### src/rtl/synth_div_pkg.sv
package synth_div_pkg;

  typedef enum logic [1:0] {
    LVL_LOW  = 2'b00,
    LVL_OPEN = 2'b01,
    LVL_HIGH = 2'b10,
    LVL_ALT  = 2'b11
  } level_e;

  typedef enum logic [1:0] {
    CM_LOW  = 2'b00,
    CM_OPEN = 2'b01,
    CM_HIGH = 2'b10,
    CM_MID  = 2'b11
  } ctrl_mode_e;

  localparam int unsigned REF_MAX = 66;
  localparam int unsigned REF_W   = $clog2(REF_MAX + 1);

  // spare code folds onto open
  function automatic logic [1:0] fold_level(input logic [1:0] code);
    return (code == LVL_ALT) ? LVL_OPEN : code;
  endfunction

endpackage

### src/rtl/ref_factor_decode.sv
module ref_factor_decode
  import synth_div_pkg::*;
(
  input  logic [1:0]       sel_a_i,
  input  logic [1:0]       sel_b_i,
  input  logic             plus_one_i,
  output logic [REF_W-1:0] factor_o
);

  logic [1:0]       lvl_a, lvl_b;
  logic [REF_W-1:0] base;

  assign lvl_a = fold_level(sel_a_i);
  assign lvl_b = fold_level(sel_b_i);

  always_comb begin
    unique case ({lvl_a, lvl_b})
      {LVL_LOW,  LVL_LOW }: base = REF_W'(48);
      {LVL_LOW,  LVL_OPEN}: base = REF_W'(36);
      {LVL_LOW,  LVL_HIGH}: base = REF_W'(33);
      {LVL_OPEN, LVL_LOW }: base = REF_W'(64);
      {LVL_OPEN, LVL_OPEN}: base = REF_W'(65);
      {LVL_OPEN, LVL_HIGH}: base = REF_W'(63);
      {LVL_HIGH, LVL_LOW }: base = REF_W'(49);
      {LVL_HIGH, LVL_OPEN}: base = REF_W'(35);
      {LVL_HIGH, LVL_HIGH}: base = REF_W'(32);
      default:              base = REF_W'(65);
    endcase
  end

  assign factor_o = base + REF_W'(plus_one_i);

endmodule

### src/rtl/tick_divider.sv
module tick_divider #(
  parameter int unsigned W = 8
) (
  input  logic         clk_i,
  input  logic         rst_ni,
  input  logic         clr_i,
  input  logic         tick_i,
  input  logic [W-1:0] factor_i,
  output logic         pulse_o
);

  logic [W-1:0] cnt_q;
  logic         term;

  assign term = (cnt_q == '0);

  always_ff @(posedge clk_i or negedge rst_ni) begin
    if (!rst_ni) begin
      cnt_q   <= '0;
      pulse_o <= 1'b0;
    end else if (clr_i) begin
      cnt_q   <= '0;
      pulse_o <= 1'b0;
    end else begin
      pulse_o <= tick_i & term;
      if (tick_i) begin
        // factor sampled only at terminal count
        cnt_q <= term ? (factor_i - W'(1)) : (cnt_q - W'(1));
      end
    end
  end

endmodule

### src/rtl/test_mux.sv
module test_mux
  import synth_div_pkg::*;
(
  input  logic [1:0] ctrl_mode_i,
  input  logic       ref_pulse_i,
  input  logic       lo_pulse_i,
  output logic       test_o
);

  always_comb begin
    unique case (ctrl_mode_i)
      CM_OPEN: test_o = ref_pulse_i;
      CM_MID:  test_o = lo_pulse_i;
      default: test_o = 1'b0;
    endcase
  end

endmodule

### src/rtl/synth_div_pair.sv
module synth_div_pair
  import synth_div_pkg::*;
#(
  parameter int unsigned LO_RATIO = 2464
) (
  input  logic       clk_i,
  input  logic       rst_ni,
  input  logic       clr_i,
  input  logic       ref_en_i,
  input  logic       lo_en_i,
  input  logic [1:0] sel_a_i,
  input  logic [1:0] sel_b_i,
  input  logic       plus_one_i,
  input  logic [1:0] ctrl_mode_i,
  output logic       ref_pulse_o,
  output logic       lo_pulse_o,
  output logic       test_o
);

  localparam int unsigned LO_W = $clog2(LO_RATIO + 1);

  logic [REF_W-1:0] ref_factor;

  ref_factor_decode u_decode (
    .sel_a_i    (sel_a_i),
    .sel_b_i    (sel_b_i),
    .plus_one_i (plus_one_i),
    .factor_o   (ref_factor)
  );

  tick_divider #(.W(REF_W)) u_ref_div (
    .clk_i    (clk_i),
    .rst_ni   (rst_ni),
    .clr_i    (clr_i),
    .tick_i   (ref_en_i),
    .factor_i (ref_factor),
    .pulse_o  (ref_pulse_o)
  );

  tick_divider #(.W(LO_W)) u_lo_div (
    .clk_i    (clk_i),
    .rst_ni   (rst_ni),
    .clr_i    (clr_i),
    .tick_i   (lo_en_i),
    .factor_i (LO_W'(LO_RATIO)),
    .pulse_o  (lo_pulse_o)
  );

  test_mux u_mux (
    .ctrl_mode_i (ctrl_mode_i),
    .ref_pulse_i (ref_pulse_o),
    .lo_pulse_i  (lo_pulse_o),
    .test_o      (test_o)
  );

endmodule

### config.mk
export PLATFORM = sky130hd
export DESIGN_NAME = synth_div_pair
export DESIGN_NICKNAME = d
export VERILOG_FILES = /design/src/rtl/synth_div_pkg.sv /design/src/rtl/ref_factor_decode.sv /design/src/rtl/tick_divider.sv /design/src/rtl/test_mux.sv /design/src/rtl/synth_div_pair.sv
export SDC_FILE = /design/constraint.sdc
export NUM_CORES = 1
export LEC_CHECK = 0
export ABC_AREA = 1
export BUFFER_PORTS_ARGS = -buffer_cell sky130_fd_sc_hd__buf_2
export CAP_MARGIN = 0
export CORE_UTILIZATION = 61
export CTS_BUF_LIST = sky130_fd_sc_hd__clkbuf_4 sky130_fd_sc_hd__clkbuf_8
export CTS_CLUSTER_DIAMETER = 80
export DETAILED_ROUTE_END_ITERATION = 16
export PLACE_DENSITY = 0.82
export SLEW_MARGIN = 20
export SYNTH_ARGS = -nofsm -noshare
export SYNTH_HDL_FRONTEND = slang
export SYNTH_SLANG_ARGS = --single-unit
### constraint.sdc
create_clock -name clk_i -period 1.45 [get_ports clk_i]
set_input_delay 0.0725 -clock clk_i [delete_from_list [all_inputs] [get_ports clk_i]]
set_output_delay 0.0725 -clock clk_i [all_outputs]
set_load 0.01 [all_outputs]
Word-level counts from Yosys, hierarchy flattened
Memories as Yosys holds them, arrays and structs flattened.
Cells that the tools add are included.
W data, S select, Z words.
- register bits after elaboration: 21
- output and inout port bits: 3
- memories kept: 1
- word-level logic and storage cells: 30
- memory bits (read-only): 112
- memories (name ; depth ; bits a word ; rd ports ; clocked after memory_dff ; wr ports ; line ; RTL):
    (name not given) ; 16 ; 7 ; 1 ; 0 ; 0 ; ref_factor_decode.sv:17 ; unique case ({lvl_a, lvl_b})
- $add $sub $neg: 4
- bitwise gates (word level): 2
- multiplexer cells: 11
- reduce and logical (&&, ||, !) cells: 4
- eq/ne operators: 4
- operators with widths (kind ; count):
    $mux W12 ; 3
    $mux W7 ; 3
    $sub A7 B1 Y7 const B ; 2
    $logic_not A12 Y1 ; 1
    $sub A12 B1 Y12 const B ; 1
    $add A7 B1 Y7 ; 1
    $logic_not A7 Y1 ; 1
    $eq A2 B2 Y1 const B ; 3
    $mux W2 ; 2
    $reduce_bool A2 Y1 ; 2
    $and A1 B1 Y1 ; 2
    $eq A2 B1 Y1 const B ; 1
    $mux W1 ; 2
    $pmux W1 S2 ; 1

Logic depth before layout (Yosys ltp)
An unclocked memory read counts as a cell.
- depth in word-level cells: 8
- depth in mapped cells: 14
- depth with buffers taken out: 14

Modules after synthesis
A second synthesis with hierarchy kept.
- cells, all modules: 267
- area total of the unflattened synthesis: 1788.0 sq um
- modules (own cells, without submodules) (module ; times used ; area an instance (sq um) ; cells each):
    tick_divider (u_lo_div) ; 1 ; 1027.2 ; 156
    tick_divider (u_ref_div) ; 1 ; 590.6 ; 79
    ref_factor_decode ; 1 ; 145.1 ; 26
    test_mux ; 1 ; 17.5 ; 4
    synth_div_pair ; 1 ; 7.5 ; 2

Worst setup path after synthesis
No wires, ideal clock.
- kind: in2reg
- from: input sel_a_i[0]
- to: register u_ref_div.cnt_q[2]
- arrival time: 1.282 ns
- cell stages on the path: 13
- buffers on the path: 0
- slack: 0.092 ns
- path through: inv_1 -> nand2_1 -> nand2_1 -> nand2_1 -> o21ai_0 -> inv_1 -> ha_1 -> ha_1 -> inv_1 -> nand4_1 -> nand3_1 -> nand2_1 -> o21ai_1
- word-level cells in the longest chain between the ends: 8
- RTL lines (what ; line ; RTL):
    start: declaration ; synth_div_pair.sv:11 ; input logic [1:0] sel_a_i,
    $eq A2 B2 Y1 ; synth_div_pkg.sv:22 ; return (code == LVL_ALT) ? LVL_OPEN : code;
    $mux W2 * ; synth_div_pkg.sv:22 ;
    $mem_v2 Z16 W7 * ; n/a ;
    $add A7 B1 Y7 * ; ref_factor_decode.sv:31 ; assign factor_o = base + REF_W'(plus_one_i);
    $sub A7 B1 Y7 * ; tick_divider.sv:28 ; cnt_q <= term ? (factor_i - W'(1)) : (cnt_q - W'(1));
    $mux W7 * ; tick_divider.sv:28 ;
    $mux W7 * ; tick_divider.sv:26 ; if (tick_i) begin
    $mux W7 * ; tick_divider.sv:21 ; end else if (clr_i) begin
    end signal: assignment ; tick_divider.sv:28 ;
    end: declaration ; tick_divider.sv:12 ; logic [W-1:0] cnt_q;
Mark *: on every way between the ends. The rest lies on a longest branch, timed or not. The select of a mux whose other input is x is not followed.
A chain may end at the register's enable or synchronous reset.

Worst setup path in the final report
- from: register u_lo_div.cnt_q[1]
- to: register u_lo_div.cnt_q[6]
- word-level cells in the longest chain between the ends: 4
- RTL lines (what ; line):
    start: declaration ; tick_divider.sv:12
    start signal: assignment ; tick_divider.sv:28
    $sub A12 B1 Y12 / $logic_not A12 Y1 (equally long branches) ; tick_divider.sv:28, tick_divider.sv:15
    $mux W12 * ; tick_divider.sv:28
    $mux W12 * ; tick_divider.sv:26
    $mux W12 * ; tick_divider.sv:21
Marked as above.

==> results.py <==
metrics = {
    "timing": {
        "clock_skew_ps": 6.35,
        "setup_viol": 0,
        "max_freq_mhz": 711,
        "hold_viol_final": 0,
        "worstMarginPinSlew_ps": 478,
        "rsz0062_at_grt": "true",
        "tns_ps": 0,
        "finalCritPeriodShare": 0.970,
        "finalMaxSlewViolations": 0,
        "relSlewSlack": 0.681,
        "finalWorstPathRequiredPeriod_ps": 1410,
    },
    "grt": {
        "gr-total-overflow": 0,
        "grt_max_degree": 22,
        "grt.busiest_layer": "met2",
        "track_usage": 0.281,
        "grt_pass1_wl_mm": 5.62,
        "grt_pass1_vias": 1456,
        "antenna_found_initial": 0,
        "grt.met1_usage": 0.307,
        "met2_usage": 0.564,
        "use_met3": 0.0268,
    },
    "die": {
        "num_rows": 17,
        "dieHeight_um": 51.1,
        "core_area_um2": 2230,
        "ios": 15,
        "dieArea_um2": 2610,
        "start_util": 0.659,
        "die_w_um": 51.1,
    },
    "clocking": {
        "cts_buffers": 3,
        "cts_tree": "done",
        "cts_sinks": 21,
        "clkLatencyLatePin_ps": 300,
        "clockBufferDepth": 2,
        "cts.htree.levels": 1,
        "ctsRootBufferMaster": "clkbuf_4",
        "clk_pin_slew_ps": 120,
    },
    "logic_synthesis": {
        "yosysWarningCount": 0,
        "synthArstFlopShare": 1.00,
        "synth.yosys.seq_area_share": 0.357,
        "synth.distinct_cells": 19,
        "postSynthAreaPerCell_um2": 6.78,
        "synth_top_cell_by_area": "dfrtp_1",
        "syn_inst": 217,
        "synthTopCellsByArea": "dfrtp_1, nand2_1, nand3_1, inv_1, nor2_1",
        "ys_ff_latch": 21,
        "yosysTopAreaCellShare": 0.357,
        "syn_area_um2": 1470,
        "synth_edf_count": 0,
        "synth_common_cells": "nand2_1, inv_1, nand3_1, dfrtp_1, nor2_1",
        "syn_nets": 234,
        "synth_most_common_cell": "nand2_1",
        "synthFlopType": "dfrtp_1",
    },
    "route": {
        "avgRoutedWirePerCell_um": 12.1,
        "first_pass_iters": 4,
        "vias_per_cell": 5.30,
        "vias": 1448,
        "ant_nets": 0,
        "drt_iter0_markers": 34,
        "drt_wl_total_mm": 3.29,
        "drcViolationCount": 0,
    },
    "placed_design": {
        "gp_congestion": 0.895,
        "io_buffers": 14,
        "post_dp_cell_area_um2": 1640,
        "dp.final_hpwl_mm": 2.55,
        "dpl.cell_count": 268,
    },
    "power": {
        "p_seq_frac": 0.303,
        "p_switching_uw": 1560,
        "sw_frac_of_total": 0.490,
        "p_int_uw": 1620,
        "power_leakage_uw": 0.000966,
        "pwr-share-clk": 0.095,
        "vdd_ir_drop_max_mv": 1.35,
        "comb_power_share": 0.602,
        "power_density_nw_per_um2": 1830,
    },
    "cells_and_area": {
        "diodes": 0,
        "fin_area_um2": 1730,
        "stdcell_count": 273,
        "drive_above_1_share": 0.237,
        "finalNetCount": 263,
        "syn_to_final_growth_pct": 17.6,
    },
    "critical_path": {
        "start_kind": "flop",
        "cpPeakStageDelay_ps": 420,
        "path_class": "reg -> reg",
        "cp.required_ps": 1650,
        "cp-end-kind": "flop",
        "cp_max_fo": 3,
        "path_cells": "inv_2, ha_1, inv_1, nor2_1, nand2_1, nor2_4, nand3_2, nand2_1, nor2_1",
        "crit_arrival_ps": 1610,
        "worst_path_max_delay_cell": "dfrtp_1",
    },
    "worst_hold_path": {
        "hp-class": "in -> reg",
    },
    "status": {
        "outcome": "finished, final reports clean",
    },
    "flow_run": {
        "maxCapViolCount": 0,
    },
}
[state kept, by name, indices dropped and copies added (netlist names)]
register	cells
u_lo_div.pulse_o	1
u_ref_div.pulse_o	1
u_lo_div.cnt_q	12
u_ref_div.cnt_q	7
[power groups by stage]
stage / sequential [uW] / combinational [uW] / clock [uW]
after CTS: 951 / 1750 / 311
after floorplan: 927 / 1340 / 0
after detailed placement: 964 / 1730 / 0
final: 962 / 1910 / 302
after global routing: 978 / 2140 / 320
after global placement: 951 / 1670 / 0
[placed cells by master, fill, tap and decap left out, types with 4 or more instances in the layout]
master | netlist | final
nand2_1 | 65 | 65
inv_1 | 30 | 28
nand3_1 | 26 | 22
dfrtp_1 | 21 | 21
nor2_1 | 17 | 16
buf_2 | 0 | 14
inv_2 | 7 | 9
buf_4 | 0 | 9
nand4_1 | 8 | 8
nor2_4 | 5 | 6
nor2_2 | 6 | 6
o21ai_1 | 6 | 5
o21ai_0 | 4 | 4
a21oi_1 | 4 | 4
ha_1 | 5 | 4
clkbuf_4 | 0 | 4
[critical path, delay by kind of cell, from the launching register on]
family	cells	cell delay (ps)
adders and majority gates	1	140
buffers and inverters	2	130
DFF	1	420
and+or+nand+nor	6	650
[path summary, 6_finish.rpt]
| kind | start | to | slack, ps | cells after the start |
|---|---|---|---|---|
| setup / recovery | u_lo_div.cnt_q[1]$_DFFE_PN0P_ | u_lo_div.cnt_q[6]$_DFFE_PN0P_ | 40 | 9 |
| hold / removal | clr_i | u_lo_div.pulse_o$_DFF_PN0_ | 40 | 2 |
| setup reg to reg | u_lo_div.cnt_q[1]$_DFFE_PN0P_ | u_lo_div.cnt_q[6]$_DFFE_PN0P_ | 40 | 9 |
| hold reg to reg | u_lo_div.cnt_q[9]$_DFFE_PN0P_ | u_lo_div.cnt_q[9]$_DFFE_PN0P_ | 530 | 2 |
| max in group asynchronous | rst_ni | u_ref_div.cnt_q[6]$_DFFE_PN0P_ | 880 | 2 |
| min in group asynchronous | rst_ni | u_lo_div.cnt_q[5]$_DFFE_PN0P_ | 240 | 2 |
[metal layers]
layer	part of all wire	wire, um	vias to the layer above
met2	0.55	1820	21
met5	0	0	-
met1	0.42	1380	675
met3	0.018	58	4
li1	-	-	748
met4	0.010	34	0
[per-stage QoR]
stage | setup slack, ps | power (uW) | hold slack (ps) | utilization
after floorplan | 92.0 | 2270 | -223 | -
after global placement | 24.0 | 2620 | 51.9 | 0.736
after detailed placement | -61.5 | 2700 | 56.8 | 0.736
after CTS | 24.1 | 3010 | 37.4 | 0.754
after global routing | -21.2 | 3440 | 40.8 | 0.775
final | 43.0 | 3170 | 35.7 | 0.775
[cells by family after synthesis]
group,share of synthesized area
AO/OA/AOI/OAI,0.0655
flip-flops,0.357
XOR/XNOR,0.0179
AND/OR/NAND/NOR,0.423
buffers and inverters,0.0944
adder cells (fa/ha/maj),0.0425
[area by class of cell]
class	instances	area (um2)
well taps	28	35.0
repair buffers	24	148
inverters	37	139
multi-input cells	159	853
fillers	173	503
clock buffers	4	30.0
flip-flops and latches	21	526
[what timing repair did]
| item | 4_1_cts | 5_1_grt |
|---|---|---|
| buffers inserted | 0 | 0 |
| hold buffers | 1 | 0 |
| gates resized for setup | 0 | 12 |
| setup endpoints to repair | 0 | 15 |
| hold endpoints to repair | 21 | 0 |
(Power assumes the default switching activity.)
